File: config.mk
export PLATFORM = sky130hd
export DESIGN_NAME = hdlc_fill_tx
export DESIGN_NICKNAME = d
export VERILOG_FILES = /design/src/rtl/hdlc_fill_tx.sv
export SDC_FILE = /design/constraint.sdc
export NUM_CORES = 1
export LEC_CHECK = 0
export CORE_MARGIN = 2
export CORE_UTILIZATION = 45
export DETAILED_ROUTE_END_ITERATION = 6
export PLACE_DENSITY = 0.71
export SYNTH_ARGS = -nofsm -noshare
export SYNTH_HDL_FRONTEND = slang
export SYNTH_SLANG_ARGS = --single-unit
File: constraint.sdc
create_clock -name clk -period 2.9 [get_ports clk]
set_input_delay 0.58 -clock clk [delete_from_list [all_inputs] [get_ports clk]]
set_output_delay 0.58 -clock clk [all_outputs]
set_load 0.1 [all_outputs]
File: src/rtl/hdlc_fill_tx.sv
module hdlc_fill_tx #(
  parameter int CLK_PER_BIT = 4,
  parameter int INIT_CYCLES = 4
) (
  input  logic       clk,
  input  logic       rst_n,
  input  logic [7:0] fifo_data,
  input  logic       fifo_valid,
  input  logic       fifo_last,
  output logic       fifo_ready,
  output logic       fifo_flush,
  input  logic [2:0] cfg_fill_cnt,
  input  logic       cfg_idle_ones,
  input  logic       cfg_prio_off,
  input  logic       cfg_transparent,
  input  logic       cfg_manual_fcs,
  input  logic       abort_req,
  output logic       abort_pend,
  input  logic       init_req,
  output logic       init_busy,
  output logic       tx_bit,
  output logic       tx_stb
);
  localparam int DW = (CLK_PER_BIT > 2) ? $clog2(CLK_PER_BIT) : 1;
  localparam int IW = $clog2(INIT_CYCLES + 1);
  localparam logic [7:0] FLAG = 8'h7E;
  localparam logic [7:0] ABRT = 8'h7F;

  typedef enum logic [2:0] {S_INIT, S_IDLE, S_DATA, S_FCS1, S_FCS2, S_CLOSE, S_FILL} st_t;

  st_t         st, nst;
  logic [7:0]  sh, nb;
  logic [3:0]  bcnt;
  logic [2:0]  ones, fcnt, eff;
  logic [DW-1:0] div;
  logic [IW-1:0] icnt;
  logic [15:0] crc;
  logic        stuff_q, mode_q, man_q, shared_q;
  logic        tick, ld, ns, crc_set, crc_upd, sh_set, fill_ld, in_frame;
  logic [7:0]  idle_byte;

  function automatic logic [15:0] crc_byte(input logic [15:0] c, input logic [7:0] d);
    logic [15:0] r;
    r = c;
    for (int i = 0; i < 8; i++)
      r = (r[0] ^ d[i]) ? ((r >> 1) ^ 16'h8408) : (r >> 1);
    return r;
  endfunction

  assign init_busy = (st == S_INIT);
  assign tick      = !init_busy && (div == DW'(CLK_PER_BIT - 1));
  assign ld        = !init_busy && (bcnt == 4'd0) && (ones != 3'd5) && !tick;
  assign idle_byte = (cfg_prio_off && !cfg_idle_ones) ? FLAG : 8'hFF;
  assign eff       = (cfg_fill_cnt == 3'd0 && !cfg_prio_off) ? 3'd1 : cfg_fill_cnt;
  assign in_frame  = (st == S_DATA) || (st == S_FCS1) || (st == S_FCS2);
  assign fifo_ready = ld && !abort_pend &&
                      ((st == S_DATA) || ((st == S_IDLE) && (mode_q || shared_q)));
  assign fifo_flush = ld && abort_pend;

  always_comb begin
    nb = idle_byte; ns = 1'b0; nst = st;
    crc_set = 1'b0; crc_upd = 1'b0; sh_set = 1'b0; fill_ld = 1'b0;
    if (in_frame && (abort_pend || (st == S_DATA && !fifo_valid))) begin
      nb = ABRT; nst = S_IDLE; crc_set = 1'b1;
    end else begin
      case (st)
        S_IDLE: begin
          if (abort_pend || !fifo_valid) nb = idle_byte;
          else if (mode_q) nb = fifo_data;
          else if (shared_q) begin
            nb = fifo_data; ns = 1'b1; crc_upd = 1'b1;
            nst = fifo_last ? (man_q ? S_CLOSE : S_FCS1) : S_DATA;
          end else begin
            nb = FLAG; nst = S_DATA; crc_set = 1'b1;
          end
        end
        S_DATA: begin
          nb = fifo_data; ns = 1'b1; crc_upd = 1'b1;
          nst = fifo_last ? (man_q ? S_CLOSE : S_FCS1) : S_DATA;
        end
        S_FCS1: begin nb = ~crc[7:0];  ns = 1'b1; nst = S_FCS2;  end
        S_FCS2: begin nb = ~crc[15:8]; ns = 1'b1; nst = S_CLOSE; end
        S_CLOSE: begin
          nb = FLAG; crc_set = 1'b1; nst = S_IDLE;
          if (eff == 3'd0) sh_set = 1'b1;
          else if (eff != 3'd1) begin nst = S_FILL; fill_ld = 1'b1; end
        end
        S_FILL: begin
          nb = idle_byte;
          if (fcnt == 3'd1) nst = S_IDLE;
        end
        default: nst = st;
      endcase
    end
  end

  always_ff @(posedge clk or negedge rst_n) begin
    if (!rst_n) begin
      st <= S_INIT; icnt <= '0; div <= '0; sh <= 8'hFF; bcnt <= '0; ones <= '0;
      fcnt <= '0; crc <= 16'hFFFF; stuff_q <= 1'b0; mode_q <= 1'b0; man_q <= 1'b0;
      shared_q <= 1'b0; abort_pend <= 1'b0; tx_bit <= 1'b1; tx_stb <= 1'b0;
    end else if (init_req) begin
      st <= S_INIT; icnt <= '0; div <= '0; bcnt <= '0; ones <= '0; shared_q <= 1'b0;
      abort_pend <= 1'b0; tx_bit <= 1'b1; tx_stb <= 1'b0;
    end else if (st == S_INIT) begin
      div <= '0; tx_stb <= 1'b0;
      if (icnt == IW'(INIT_CYCLES - 1)) begin
        st <= S_IDLE; mode_q <= cfg_transparent; man_q <= cfg_manual_fcs;
        crc <= 16'hFFFF; shared_q <= 1'b0;
      end else icnt <= icnt + 1'b1;
    end else begin
      tx_stb <= tick;
      div    <= tick ? '0 : div + 1'b1;
      if (tick) begin
        if (ones == 3'd5) begin
          tx_bit <= 1'b0; ones <= '0;
        end else if (bcnt != 4'd0) begin
          tx_bit <= sh[0]; sh <= {1'b1, sh[7:1]}; bcnt <= bcnt - 1'b1;
          ones <= (stuff_q && sh[0]) ? ones + 1'b1 : 3'd0;
        end
      end
      if (ld && abort_pend) abort_pend <= 1'b0;
      else if (abort_req) abort_pend <= 1'b1;
      if (ld) begin
        st <= nst; sh <= nb; bcnt <= 4'd8; stuff_q <= ns;
        if (!ns) ones <= '0;
        if (crc_set) crc <= 16'hFFFF;
        else if (crc_upd) crc <= crc_byte(crc, fifo_data);
        if (sh_set) shared_q <= 1'b1;
        else if (st == S_IDLE) shared_q <= 1'b0;
        if (fill_ld) fcnt <= eff - 3'd1;
        else if (st == S_FILL) fcnt <= fcnt - 3'd1;
      end
    end
  end


  stb_spacing_chk: assert property (@(posedge clk) disable iff (!rst_n)
    tx_stb |=> !tx_stb);

  tick_has_bit_chk: assert property (@(posedge clk) disable iff (!rst_n)
    tick |-> (bcnt != 4'd0 || ones == 3'd5));

  ones_bound_chk: assert property (@(posedge clk) disable iff (!rst_n)
    ones <= 3'd5);

  abort_clear_chk: assert property (@(posedge clk) disable iff (!rst_n)
    fifo_flush |=> !abort_pend);

  init_quiet_chk: assert property (@(posedge clk) disable iff (!rst_n)
    init_busy |-> (!fifo_ready && !fifo_flush && !tick));
endmodule

==> flow_summary.ini, run 1 <==
[status]
status = complete, no violations

[route]
dr_total_vias = 2899
first_pass_iters = 5
drtIter0Drc = 231
viasPerCell = 5.564
drc = 0
wl_per_cell_um = 15.29
drt_wl_total_um = 7967
drtAntennaViolNets = 0

[global_route]
grt_pass1_wl_um = 13420
busiest_layer = met2
grt-ovfl-total = 0
globalRouteTotalUtil = 0.1967
grt_use_met2 = 0.3113
grtUsageMet1 = 0.2849
grt_max_degree = 35
antenna_found_initial = 0
grt_pass1_vias = 2773
use_met3 = 0.02712

[floorplan]
initial_core_util = 0.4718
dieWidth_um = 91.67
die_h_um = 91.67
ios = 27
core_area_um2 = 7331
dieArea_um2 = 8402
core.rowCount = 31

[clock_network]
tritoncts = built
cts_hold_buf = 0
cts.reportedPaths.clkPinSlew_ns = 0.10
clock_sinks = 49
htreeDepth = 2
cts_buffers = 5
cts_root_buf = clkbuf_8
worstSkewPairLatency_ns = 0.32
cts_buffer_depth = 2
post-cts-setup-buffers = 0

[critical_path]
critPathArrivalTime_ns = 2.21
crit_path_end_kind = output port
cp.required_ns = 2.32
cp-start-kind = flip-flop
worstSetupPathType = flip-flop to output port
crit_path_max_fanout = 7
setup.worst_path.start = bcnt[0]
timing.rr.start = st[2]

[layout]
n_antenna_cell = 0
fin_nets = 455
ff_latch_area_um2 = 1257
fin_cells = 521
areaGrowthSynthToFinish_pct = 16.14
layout_commonest_cell = nand2_1
multi_input_area_um2 = 2032
final_cell_mix = nand2_1, nor2_1, dfstp_2
drive_gt1_frac = 0.1872
fillers = 670

[placement]
dpl.hpwl_um = 5997
gp_congestion = 0.8995
io_buffers = 26
placed_cells = 513
post-place-ws_ns = -0.02143

[sta]
min_period_over_period = 0.9606
final.setup.tns_ns = 0
slew_headroom = 0.3694
worstMarginPinSlew_ns = 0.9418
rsz0062_at_grt = no
fin_ws_ns = 0.1142
maxSlewViolCount = 0
max_freq_ghz = 0.3590
finalHoldViolations = 0
fin_skew_ns = 0.01586
finalSetupViolCount = 0
fin_crit_ns = 2.786

[yosys]
synthFlopType = dfstp_2
syn-instance-count = 395
yosysWarnings = 0
yosysSeqAreaShare = 0.3636
syn-cell-area_um2 = 3458
yosysTopAreaCell = dfstp_2
ys_ff_latch = 49
synth_area_leaders = dfstp_2, dfrtp_1, xnor2_1, nand2_1, ha_1
avgSynthCellArea_um2 = 8.755
synth_fp_nets = 429
ys_types = 60
synthArstFlopShare = 1.000
synth_edf_count = 0
netlist.area_leader.share = 0.1899

[run]
maxCapViolations = 0

[hold_path]
hold_path_class = input port to async pin

[power]
p_leak_nw = 1.627
ir_drop_mv = 0.4975
power_density_nw_per_um2 = 1076
-- power by group --
part,internal (W),switching (W),total [W]
Sequential,0.00103,0.000219,0.00125
Clock,0.000282,0.000245,0.000526
Combinational,0.00107,0.00148,0.00254
Total,0.00238,0.00194,0.00432
-- cell families after synthesis --
family / synth area share
buffers and inverters: 0.05535
DFF: 0.3636
xor gates and xnor gates: 0.07091
adders and majority gates: 0.04703
AOI/OAI and AO/OA: 0.1881
and+or+nand+nor: 0.2048
muxes: 0.07019
-- metrics by stage --
step	hold WS, ns	total power [W]	utilization	instance area, µm²
global placement	0.4310	0.003705	0.5306	3890
finish	0.3430	0.004323	0.5479	4016
floorplan	0.2844	0.003197	-	3486
CTS	0.3693	0.004305	0.5475	4014
global route	0.3950	0.004665	0.5479	4016
detailed placement	0.4419	0.003756	0.5306	3890
-- worst max-delay path: stages (launching register included) --
cell,delay (ns)
dfrtp_1,0.40
inv_2,0.08
ha_1,0.13
or3b_4,0.43
or3_4,0.40
nor4_4,0.22
buf_12,0.22
-- state kept, by name (all words and copies together), names as in the netlist --
register    cells
abort_pend      1
bcnt            4
crc            16
div             2
fcnt            3
icnt            3
man_q           1
mode_q          1
ones            3
sh              8
shared_q        1
st              3
stuff_q         1
tx_bit          1
tx_stb          1
-- synth_stat cells (all sizes together), types with 2 or more instances --
cell type,instances
o21ai,26
or2,2
a22o,2
o211ai,5
o221ai,2
a31oi,3
nor2b,19
nand3,11
xnor2,21
dfrtp,24
and3,3
nor4,3
clkbuf,15
mux2i,13
xor2,7
a211oi,3
o31ai,3
a21oi,22
nand2,44
inv,25
ha,13
mux2,10
o32a,2
nor4b,2
nor2,29
buf,7
nand2b,8
and2,3
or3,2
a2bb2oi,4
or3b,3
nor3,7
o32ai,7
dfstp,25
a22oi,3
-- cell type report --
cell class | instances | area share
clock inverters | 2 | 0.009034
inverters | 25 | 0.02336
repair buffers | 41 | 0.09720
flip-flops and latches | 49 | 0.3131
clock buffers | 6 | 0.02056
well taps | 99 | 0.03084
multi-input cells | 299 | 0.5059
-- routing by layer --
| layer | part of all wire | routed length [µm] | vias to the layer above |
|---|---|---|---|
| met3 | 0.054 | 427 | 7 |
| li1 | - | - | 1430 |
| met5 | 0 | 0 | - |
| met1 | 0.48 | 3806 | 1371 |
| met2 | 0.46 | 3667 | 91 |
| met4 | 0.0083 | 66 | 0 |
-- timing repair --
| action | CTS | global route |
|---|---|---|
| hold endpoints to repair | 0 | 0 |
| pin swaps | 0 | 0 |
| resized for setup | 1 | 1 |
| endpoints found under the setup margin | 1 | 1 |
-- worst paths after layout --
check                             end  slack (ns)  cells past startpoint
max in group asynchronous      crc[3]        1.78                      2
max reg2reg                   crc[15]        0.42                      8
max                        fifo_ready        0.11                      6
min in group clk               div[0]        0.45                      1
min                           bcnt[0]        0.34                      1
min reg2reg                    div[0]        0.45                      1
Power figures use the tool's default switching activity.
==> run 2: changes to the inputs <==
--- a/config.mk
+++ b/config.mk
@@ -9,6 +9,7 @@
 export CORE_UTILIZATION = 45
 export DETAILED_ROUTE_END_ITERATION = 6
 export PLACE_DENSITY = 0.71
+export SKIP_CTS_REPAIR_TIMING = 1
 export SYNTH_ARGS = -nofsm -noshare
 export SYNTH_HDL_FRONTEND = slang
 export SYNTH_SLANG_ARGS = --single-unit
==> flow_summary.ini, run 2 (same netlist as run 1, synthesis figures left out) <==
[power]
p_clk_frac = 0.122
p_comb_frac = 0.588
switching_share = 0.4492
p_int_w = 0.002380
p_leak_nw = 1.627
p_total_w = 0.004322
power_density_nw_per_um2 = 1076
ir_drop_mv = 0.4975
seq_power_share = 0.290
p_switching_w = 0.001942

[layout]
areaGrowthSynthToFinish_pct = 16.14
largest_register_ffs = 16
utilization = 0.5479
n_antenna_cell = 0
regMostFlops = crc
final_cell_mix = nand2_1, nor2_1, dfstp_2
fin_cells = 521
fillers = 670
drive_gt1_frac = 0.1872
fin_nets = 455
reg_top3 = crc: 16 flops, sh: 8 flops, bcnt: 4 flops
layout_commonest_cell = nand2_1

[sta]
min_period_over_period = 0.9608
slew_headroom = 0.3820
worstMarginPinSlew_ns = 0.9230
max_freq_ghz = 0.3589
finalSetupViolCount = 0
fin_crit_ns = 2.786
finalHoldViolations = 0
maxSlewViolCount = 0
fin_skew_ns = 0.01591
rsz0062_at_grt = no

[floorplan]
dieWidth_um = 91.67
dieArea_um2 = 8402
core.rowCount = 31
initial_core_util = 0.4718
ios = 27
die_h_um = 91.67
core_area_um2 = 7331

[critical_path]
crit_path_max_fanout = 7
timing.rr.start = st[2]
crit_path_end_kind = output port
cp-start-kind = flip-flop
worstSetupPathType = flip-flop to output port
critPathArrivalTime_ns = 2.21
cp.required_ns = 2.32
setup.worst_path.start = bcnt[0]

[status]
status = complete, no violations

[route]
drc = 0
drt_wl_total_um = 7933
first_pass_iters = 5
drtAntennaViolNets = 0
dr_total_vias = 2899
drtIter0Drc = 224
wl_per_cell_um = 15.23
viasPerCell = 5.564

[global_route]
grt_pass1_vias = 2771
globalRouteTotalUtil = 0.1955
grt_pass1_wl_um = 13350
grt_max_degree = 35
grt-ovfl-total = 0
antenna_found_initial = 0

[placement]
dpl.hpwl_um = 5997
placed_cells = 513
io_buffers = 26
gp_congestion = 0.8995

[clock_network]
worstSkewPairLatency_ns = 0.32
htreeDepth = 2
cts_buffers = 5
cts_buffer_depth = 2
cts_root_buf = clkbuf_8
clock_sinks = 49
cts.reportedPaths.clkPinSlew_ns = 0.10
tritoncts = built

[hold_path]
hold_path_class = input port to async pin

[run]
maxCapViolations = 0
## run 2: worst paths after layout
kind                              end  slack [ns]  depth (start not counted)
hold / removal                bcnt[0]        0.34                          1
setup / recovery           fifo_ready        0.11                          6
max in group asynchronous      crc[3]        1.79                          2
hold reg to reg                div[0]        0.46                          1
min in group clk               div[0]        0.46                          1
setup reg to reg              crc[15]        0.42                          8
## run 2: final cells by class
type,count,area (µm²),share of cell area
clock buffers,6,82.58,0.02056
clock inverters,2,36.28,0.009034
inverters,25,93.84,0.02336
multi-input cells,299,2032,0.5059
flip-flops and latches,49,1257,0.3131
well taps,99,123.9,0.03084
repair buffers,41,390.4,0.09720
## run 2: layer usage
layer	wire, µm	up-vias	global-route usage	share of wire
li1	-	1429	-	-
met3	344	7	0.02712	0.043
met1	3841	1379	0.2849	0.48
met5	0	-	0	0
met2	3679	84	0.3070	0.46
met4	68	0	0.04798	0.0086
## run 2: metrics by stage
| step | cell area (µm²) | TNS (ns) | setup slack, ns | hold slack, ns |
|---|---|---|---|---|
| after detailed placement | 3890 | -0.02143 | -0.02143 | 0.4419 |
| final | 4016 | 0 | 0.1137 | 0.3395 |
| after CTS | 4009 | -0.06517 | -0.06517 | 0.3693 |
| after global placement | 3890 | 0 | 0.1181 | 0.4310 |
| after floorplan | 3486 | -0.1573 | -0.1573 | 0.2844 |
| after global routing | 4016 | 0 | 0.01209 | 0.3950 |
## run 2: worst max-delay path: stages (launching register included)
cell and delay (ns):
dfrtp_1 0.40, inv_2 0.08, ha_1 0.13, or3b_4 0.43
or3_4 0.40, nor4_4 0.22, buf_12 0.22
## run 2: power by group through the flow
stage / Combinational [W] / Sequential, W / Clock [W]
after CTS: 0.00250 / 0.00125 / 0.000535
after global placement: 0.00245 / 0.00126 / 0
after floorplan: 0.00198 / 0.00121 / 0
after detailed placement: 0.00249 / 0.00126 / 0
final: 0.00254 / 0.00125 / 0.000527
after global routing: 0.00282 / 0.00129 / 0.000558
